[src/rtl/vld_seq_pkg.sv]
package vld_seq_pkg;
    typedef enum logic [2:0] {
        ST_IDLE,
        ST_SKIP,
        ST_ISSUE,
        ST_WAIT,
        ST_DONE
    } seq_state_e;

    localparam int unsigned NUM_POS  = 3;
    localparam int unsigned POS_BASE = 0;
    localparam int unsigned POS_IDX  = 1;
    localparam int unsigned POS_DST  = 2;
endpackage

[src/rtl/vld_seq_pos.sv]
module vld_seq_pos #(
    parameter int unsigned N  = 8,
    parameter int unsigned CW = 4
) (
    input  logic          clk,
    input  logic          rst_n,
    input  logic          clear,
    input  logic          skip_en,
    input  logic          adv_en,
    input  logic          is_vec,
    input  logic [N-1:0]  mask,
    input  logic [CW-1:0] vl,
    output logic [CW-1:0] pos,
    output logic          blocked,
    output logic          spent
);
    localparam int unsigned IW = (N > 1) ? $clog2(N) : 1;

    logic [CW-1:0] pos_q;
    logic          bit_on;

    always_comb begin
        spent   = (pos_q >= vl);
        bit_on  = spent ? 1'b1 : mask[pos_q[IW-1:0]];
        blocked = is_vec && !spent && !bit_on;
        pos     = pos_q;
    end

    always_ff @(posedge clk or negedge rst_n) begin
        if (!rst_n) begin
            pos_q <= '0;
        end else if (clear) begin
            pos_q <= '0;
        end else if ((skip_en && blocked) || (adv_en && is_vec)) begin
            pos_q <= pos_q + 1'b1;
        end
    end
endmodule

[src/rtl/vld_seq_agen.sv]
module vld_seq_agen #(
    parameter int unsigned AW = 64
) (
    input  logic          indexed,
    input  logic [AW-1:0] base_val,
    input  logic [AW-1:0] idx_val,
    input  logic [AW-1:0] imm,
    output logic [AW-1:0] ea
);
    logic [AW-1:0] offset;

    always_comb begin
        offset = indexed ? idx_val : imm;
        ea     = base_val + offset;
    end
endmodule

[src/rtl/vld_seq.sv]
module vld_seq
    import vld_seq_pkg::*;
#(
    parameter int unsigned VLEN_MAX = 8,
    parameter int unsigned AW       = 64,
    parameter int unsigned RW       = 5,
    parameter int unsigned CW       = $clog2(VLEN_MAX + 1)
) (
    input  logic                clk,
    input  logic                rst_n,
    input  logic                start,
    input  logic [CW-1:0]       vl,
    input  logic [VLEN_MAX-1:0] src_pred,
    input  logic [VLEN_MAX-1:0] dst_pred,
    input  logic                dst_vec,
    input  logic                base_vec,
    input  logic                idx_vec,
    input  logic                indexed,
    input  logic                update_en,
    input  logic [1:0]          size_code,
    input  logic [AW-1:0]       imm,
    input  logic [RW-1:0]       base_reg,
    input  logic [RW-1:0]       idx_reg,
    input  logic [RW-1:0]       dst_reg,
    input  logic [RW-1:0]       upd_reg,
    output logic                busy,
    output logic                done,
    output logic [RW-1:0]       rf_ra_addr,
    input  logic [AW-1:0]       rf_ra_data,
    output logic [RW-1:0]       rf_rb_addr,
    input  logic [AW-1:0]       rf_rb_data,
    output logic                mem_req_valid,
    input  logic                mem_req_ready,
    output logic [AW-1:0]       mem_req_addr,
    output logic [3:0]          mem_req_bytes,
    output logic [RW-1:0]       mem_req_tag,
    input  logic                mem_rsp_valid,
    input  logic [AW-1:0]       mem_rsp_data,
    output logic                dst_we,
    output logic [RW-1:0]       dst_waddr,
    output logic [AW-1:0]       dst_wdata,
    output logic                upd_we,
    output logic [RW-1:0]       upd_waddr,
    output logic [AW-1:0]       upd_wdata
);
    localparam logic [CW-1:0] VL_CAP = CW'(VLEN_MAX);

    seq_state_e state_q, state_d;

    logic [CW-1:0]       vl_q;
    logic [VLEN_MAX-1:0] spred_q, dpred_q;
    logic                dvec_q, bvec_q, xvec_q, indexed_q, upd_q;
    logic [1:0]          size_q;
    logic [AW-1:0]       imm_q;
    logic [RW-1:0]       breg_q, xreg_q, dreg_q, ureg_q;

    logic [NUM_POS-1:0]  pos_vec;
    logic [VLEN_MAX-1:0] pos_mask [NUM_POS];
    logic [CW-1:0]       pos_val  [NUM_POS];
    logic [NUM_POS-1:0]  pos_blk;
    logic [NUM_POS-1:0]  pos_spent;

    logic pos_clear, pos_skip, pos_adv;
    logic any_spent, any_blocked, last_elem, accept;
    logic [AW-1:0] ea;

    // Job capture on an accepted start
    always_ff @(posedge clk or negedge rst_n) begin
        if (!rst_n) begin
            vl_q      <= '0;
            spred_q   <= '0;
            dpred_q   <= '0;
            dvec_q    <= 1'b0;
            bvec_q    <= 1'b0;
            xvec_q    <= 1'b0;
            indexed_q <= 1'b0;
            upd_q     <= 1'b0;
            size_q    <= '0;
            imm_q     <= '0;
            breg_q    <= '0;
            xreg_q    <= '0;
            dreg_q    <= '0;
            ureg_q    <= '0;
        end else if (state_q == ST_IDLE && start) begin
            vl_q      <= (vl > VL_CAP) ? VL_CAP : vl;
            spred_q   <= src_pred;
            dpred_q   <= dst_pred;
            dvec_q    <= dst_vec;
            bvec_q    <= base_vec;
            xvec_q    <= indexed && idx_vec;
            indexed_q <= indexed;
            upd_q     <= update_en;
            size_q    <= size_code;
            imm_q     <= imm;
            breg_q    <= base_reg;
            xreg_q    <= idx_reg;
            dreg_q    <= dst_reg;
            ureg_q    <= upd_reg;
        end
    end

    // Element positions: base, index, destination
    always_comb begin
        pos_vec[POS_BASE]  = bvec_q;
        pos_vec[POS_IDX]   = xvec_q;
        pos_vec[POS_DST]   = dvec_q;
        pos_mask[POS_BASE] = spred_q;
        pos_mask[POS_IDX]  = spred_q;
        pos_mask[POS_DST]  = dpred_q;
    end

    for (genvar g = 0; g < NUM_POS; g++) begin : g_pos
        vld_seq_pos #(.N(VLEN_MAX), .CW(CW)) u_pos (
            .clk     (clk),
            .rst_n   (rst_n),
            .clear   (pos_clear),
            .skip_en (pos_skip),
            .adv_en  (pos_adv),
            .is_vec  (pos_vec[g]),
            .mask    (pos_mask[g]),
            .vl      (vl_q),
            .pos     (pos_val[g]),
            .blocked (pos_blk[g]),
            .spent   (pos_spent[g])
        );
    end

    vld_seq_agen #(.AW(AW)) u_agen (
        .indexed  (indexed_q),
        .base_val (rf_ra_data),
        .idx_val  (rf_rb_data),
        .imm      (imm_q),
        .ea       (ea)
    );

    always_comb begin
        any_spent   = |pos_spent;
        any_blocked = |pos_blk;
        last_elem   = !dvec_q || (!bvec_q && !xvec_q);
        accept      = (state_q == ST_ISSUE) && mem_req_ready;
        pos_clear   = (state_q == ST_IDLE);
        pos_skip    = (state_q == ST_SKIP) && !any_spent;
        pos_adv     = (state_q == ST_WAIT) && mem_rsp_valid && !last_elem;
    end

    // Next-state logic
    always_comb begin
        state_d = state_q;
        unique case (state_q)
            ST_IDLE:  if (start) state_d = ST_SKIP;
            ST_SKIP: begin
                if (any_spent)         state_d = ST_DONE;
                else if (!any_blocked) state_d = ST_ISSUE;
            end
            ST_ISSUE: if (mem_req_ready) state_d = ST_WAIT;
            ST_WAIT: begin
                if (mem_rsp_valid) state_d = last_elem ? ST_DONE : ST_SKIP;
            end
            ST_DONE:  state_d = ST_IDLE;
            default:  state_d = ST_IDLE;
        endcase
    end

    always_ff @(posedge clk or negedge rst_n) begin
        if (!rst_n) state_q <= ST_IDLE;
        else        state_q <= state_d;
    end

    // Outputs
    always_comb begin
        busy          = (state_q != ST_IDLE);
        done          = (state_q == ST_DONE);
        rf_ra_addr    = breg_q + RW'(pos_val[POS_BASE]);
        rf_rb_addr    = xreg_q + RW'(pos_val[POS_IDX]);
        mem_req_valid = (state_q == ST_ISSUE);
        mem_req_addr  = ea;
        mem_req_bytes = 4'd1 << size_q;
        mem_req_tag   = dreg_q + RW'(pos_val[POS_DST]);
        dst_we        = (state_q == ST_WAIT) && mem_rsp_valid;
        dst_waddr     = dreg_q + RW'(pos_val[POS_DST]);
        dst_wdata     = mem_rsp_data;
        upd_we        = accept && upd_q;
        upd_waddr     = ureg_q + RW'(pos_val[POS_BASE]);
        upd_wdata     = ea;
    end
endmodule

[config.mk]
export PLATFORM = sky130hd
export DESIGN_NAME = vld_seq
export DESIGN_NICKNAME = d
export VERILOG_FILES = /design/src/rtl/vld_seq_pkg.sv /design/src/rtl/vld_seq_pos.sv /design/src/rtl/vld_seq_agen.sv /design/src/rtl/vld_seq.sv
export SDC_FILE = /design/constraint.sdc
export NUM_CORES = 1
export LEC_CHECK = 0
export ABC_AREA = 1
export CAP_MARGIN = 10
export CORE_AREA = 2 2 206 208
export CTS_BUF_LIST = sky130_fd_sc_hd__clkbuf_16
export DETAILED_ROUTE_END_ITERATION = 10
export DIE_AREA = 0 0 208 210
export DONT_BUFFER_PORTS = 1
export PLACE_DENSITY = 0.5
export SYNTH_ARGS = -nofsm -noshare
export SYNTH_HDL_FRONTEND = slang
export SYNTH_SLANG_ARGS = --single-unit
[constraint.sdc]
create_clock -name clk -period 2.5 [get_ports clk]
set_clock_uncertainty 0.05 [all_clocks]
set_input_delay 0.125 -clock clk [delete_from_list [all_inputs] [get_ports clk]]
set_output_delay 0.125 -clock clk [all_outputs]
set_load 0.1 [all_outputs]
==> metrics.yaml <==
synthArstFlopShare_pct: 100.0
cts-root-buf: "clkbuf_16"
drt-total-wl_mm: 55.22
dpl_cell_area_mm2: 0.01832
final_core_util_pct: 55.61
violations: "negative hold slack, negative setup slack"
antenna_found_initial: 7
path_class: "flip-flop to output pin"
gp_congestion: 0.9392
post-dp-hpwl_mm: 44.39
drv_slew: 0
slowest_stage: "dfrtp_2"
syn_area_mm2: 0.01376
syn_to_final_growth_pct: 67.58
coreArea_mm2: 0.04148
ys_warn_count: 0
post_route_cells_drive_above_1_share_pct: 39.45
dr.pass1.iters: 5
initial_utilization_pct: 33.19
avgRoutedWirePerCell_um: 17.36
finalNetCount: 3028
yosys-top-cells-area: "nand2_1, dfrtp_1, inv_1"
grt_use_total_pct: 24.29
clk_pin_slew_ns: 0.06
synth_edf_count: 0
numCtsBuffers: 17
htreeDepth: 4
grt_pass1_vias: 14940
crit_chain: "inv_8, buf_12, buf_8, nand2_4, nand2_4, fa_2, nand3_4, nand3_4, nand2_2, nand2_4, nand2_4, nand2_4, nand2_2, nand2_4, buf_12, xor2_4, buf_12"
clk_latency_ns: 0.42
rows: 75
setup_viol: 124
post-synth-top-count-cell: "nand2_1"
synth_ff_type: "dfrtp_1"
clock-sinks: 126
synth_common_cells: "nand2_1, inv_1, buf_4"
synth_top_area_share_pct: 32.34
hold_buffers: 115
hold_path_class: "input port to async pin"
cp_max_fo: 7
avgViaCountPerCell: 4.686
grt_max_degree: 127
drc: 0
grt.overflow.total: 0
crit_path_frequent_cell: "nand2_4"
crit_arrival_ns: 3.11
dpl.cell_count: 2990
hold_viol: 126
reg2reg_depth: 11
hold-worst-slack_ns: -0.6585
seq_area_frac_synth_pct: 22.91
drtIter0Drc: 599
die_area_mm2: 0.04368
cts_tree: "done"
post-route-period-util_pct: 131.5
synth.avg_cell_area_um2: 5.796
maxCapViolations: 0
drtAntennaViolNets: 0
yosysTopAreaCell: "nand2_1"
rsz0062_at_grt: "yes"
portBuffers: 0
fmax_mhz: 304.1
cp.required_ns: 2.33
r2r_slack_ns: 0.20
max_stage_delay_ns: 0.48
slew_headroom_pct: 45.32
run_status: "finished with violations"
ios: 534
fin_crit_ns: 3.288
crit_path_end_kind: "output pin"
synth-seq-cells: 126
grt_pass1_wl_mm: 82.67
startpoint_type: "flip-flop"
synth_cell_types: 33
die_x_um: 208
fp.dieH_um: 210
cts_buffer_depth: 2
final_area_mm2: 0.02307
synthCells: 2375
layout_setup_ws_ns: -0.7884
fin_cells: 3180
worst_pin_slew_ns: 0.8193
num_vias: 14900
syn_nets: 2782
-- path summary, 6_finish.rpt --
path | start | to
worst max-delay path | indexed_q | upd_wdata[30]
worst min-delay path | rst_n | state_q[0]
worst max register to register | g_pos[2].u_pos.pos[0] | state_q[0]
worst min register to register | imm_q[35] | imm_q[35]
max in group asynchronous | rst_n | g_pos[2].u_pos.pos[1]
min in group clk | mem_rsp_valid | g_pos[2].u_pos.pos[0]
-- area by class of cell --
cell class | count | area [um^2]
Antenna cell | 7 | 17.52
Clock buffer | 17 | 425.4
Clock inverter | 15 | 122.6
Fill cell | 3866 | 18410
Inverter | 388 | 1490
Multi-Input combinational cell | 1689 | 12480
Sequential cell | 126 | 3159
Tap cell | 539 | 674.4
Timing Repair Buffer | 399 | 4698
-- cells by family (layout without fill, tap and decap cells) --
group	Yosys count	in the layout	share of synthesized area, %
AOI/OAI and AO/OA	97	97	3.627
and+or+nand+nor	1443	1443	41.81
buffers and inverters	560	819	19.21
adders and majority gates	99	99	9.272
xor gates and xnor gates	50	50	3.182
DFF	126	126	22.91
other	0	7	0
-- flip-flops by register name, summed over array words and instances (netlist names), 2 cells and up --
register / flops
breg_q: 5
dpred_q: 8
dreg_q: 5
g_pos.u_pos.pos: 12
imm_q: 64
size_q: 2
spred_q: 8
state_q: 3
ureg_q: 5
vl_q: 4
xreg_q: 5
-- routing by layer --
metal	up-vias	GRT usage (%)	wire (um)
met5	-	0	8
met4	2	7.973	1757
met3	91	4.782	3071
met2	440	42.18	27600
met1	6892	30.21	22780
li1	7475	-	-
-- timing repair --
action / 4_1_cts / 5_1_grt
buffers inserted: 15 / 25
endpoints found under the hold margin: 240 / 126
setup endpoints to repair: 128 / 129
gates cloned: 0 / 4
resized for setup: 239 / 483
pin swaps: 84 / 117
-- critical path, delay by kind of cell, from the launching register on --
kind                       cells  cell delay (ns)
and+or+nand+nor               10             0.85
buffers and inverters          5             0.78
DFF                            1             0.48
adders and majority gates      1             0.40
xor gates and xnor gates       1             0.17
-- placed cells by master (no fill, tap or decap), types with 4 or more instances in the layout --
cell	Yosys	final
ha_4	0	56
a21oi_2	0	23
o21ai_1	4	4
nor2_4	1	38
nor2_2	10	28
xor2_2	0	6
clkinv_2	0	7
dfrtp_2	0	5
a21oi_4	0	9
nand3_2	2	24
nor2_1	101	46
xor2_1	45	7
buf_6	0	29
inv_2	18	55
nand2_2	13	214
nand2_4	0	125
nand2_1	1186	822
clkbuf_16	0	21
dfrtp_1	126	121
o21ai_0	27	23
nor3_2	7	13
nand2_8	0	38
nor3_4	3	12
nand4_1	17	17
buf_12	0	91
clkinv_4	0	4
buf_4	142	152
a21oi_1	61	29
buf_8	0	5
nand3_4	0	20
dlygate4sd3_1	0	115
diode_2	0	7
ha_1	94	36
inv_4	0	10
inv_1	369	320
xor2_4	0	32
nand3_1	82	40
-- per-stage QoR --
| step | worst slack, ns | setup TNS (ns) | hold WS, ns |
|---|---|---|---|
| 2_1_floorplan | -0.5470 | -22.32 | -0.2206 |
| 3_3_place_gp | -0.4513 | -32.62 | -0.2169 |
| 3_5_place_dp | -0.4609 | -34.15 | -0.2167 |
| 4_1_cts | -0.7157 | -72.04 | -0.6806 |
| 5_1_grt | -0.9167 | -91.12 | -0.6808 |
| 6_report | -0.7884 | -77.05 | -0.6585 |
Power is left out: the tool's default activity adds up to more than one toggle a clock period on the data nets, which glitch-free logic cannot reach.
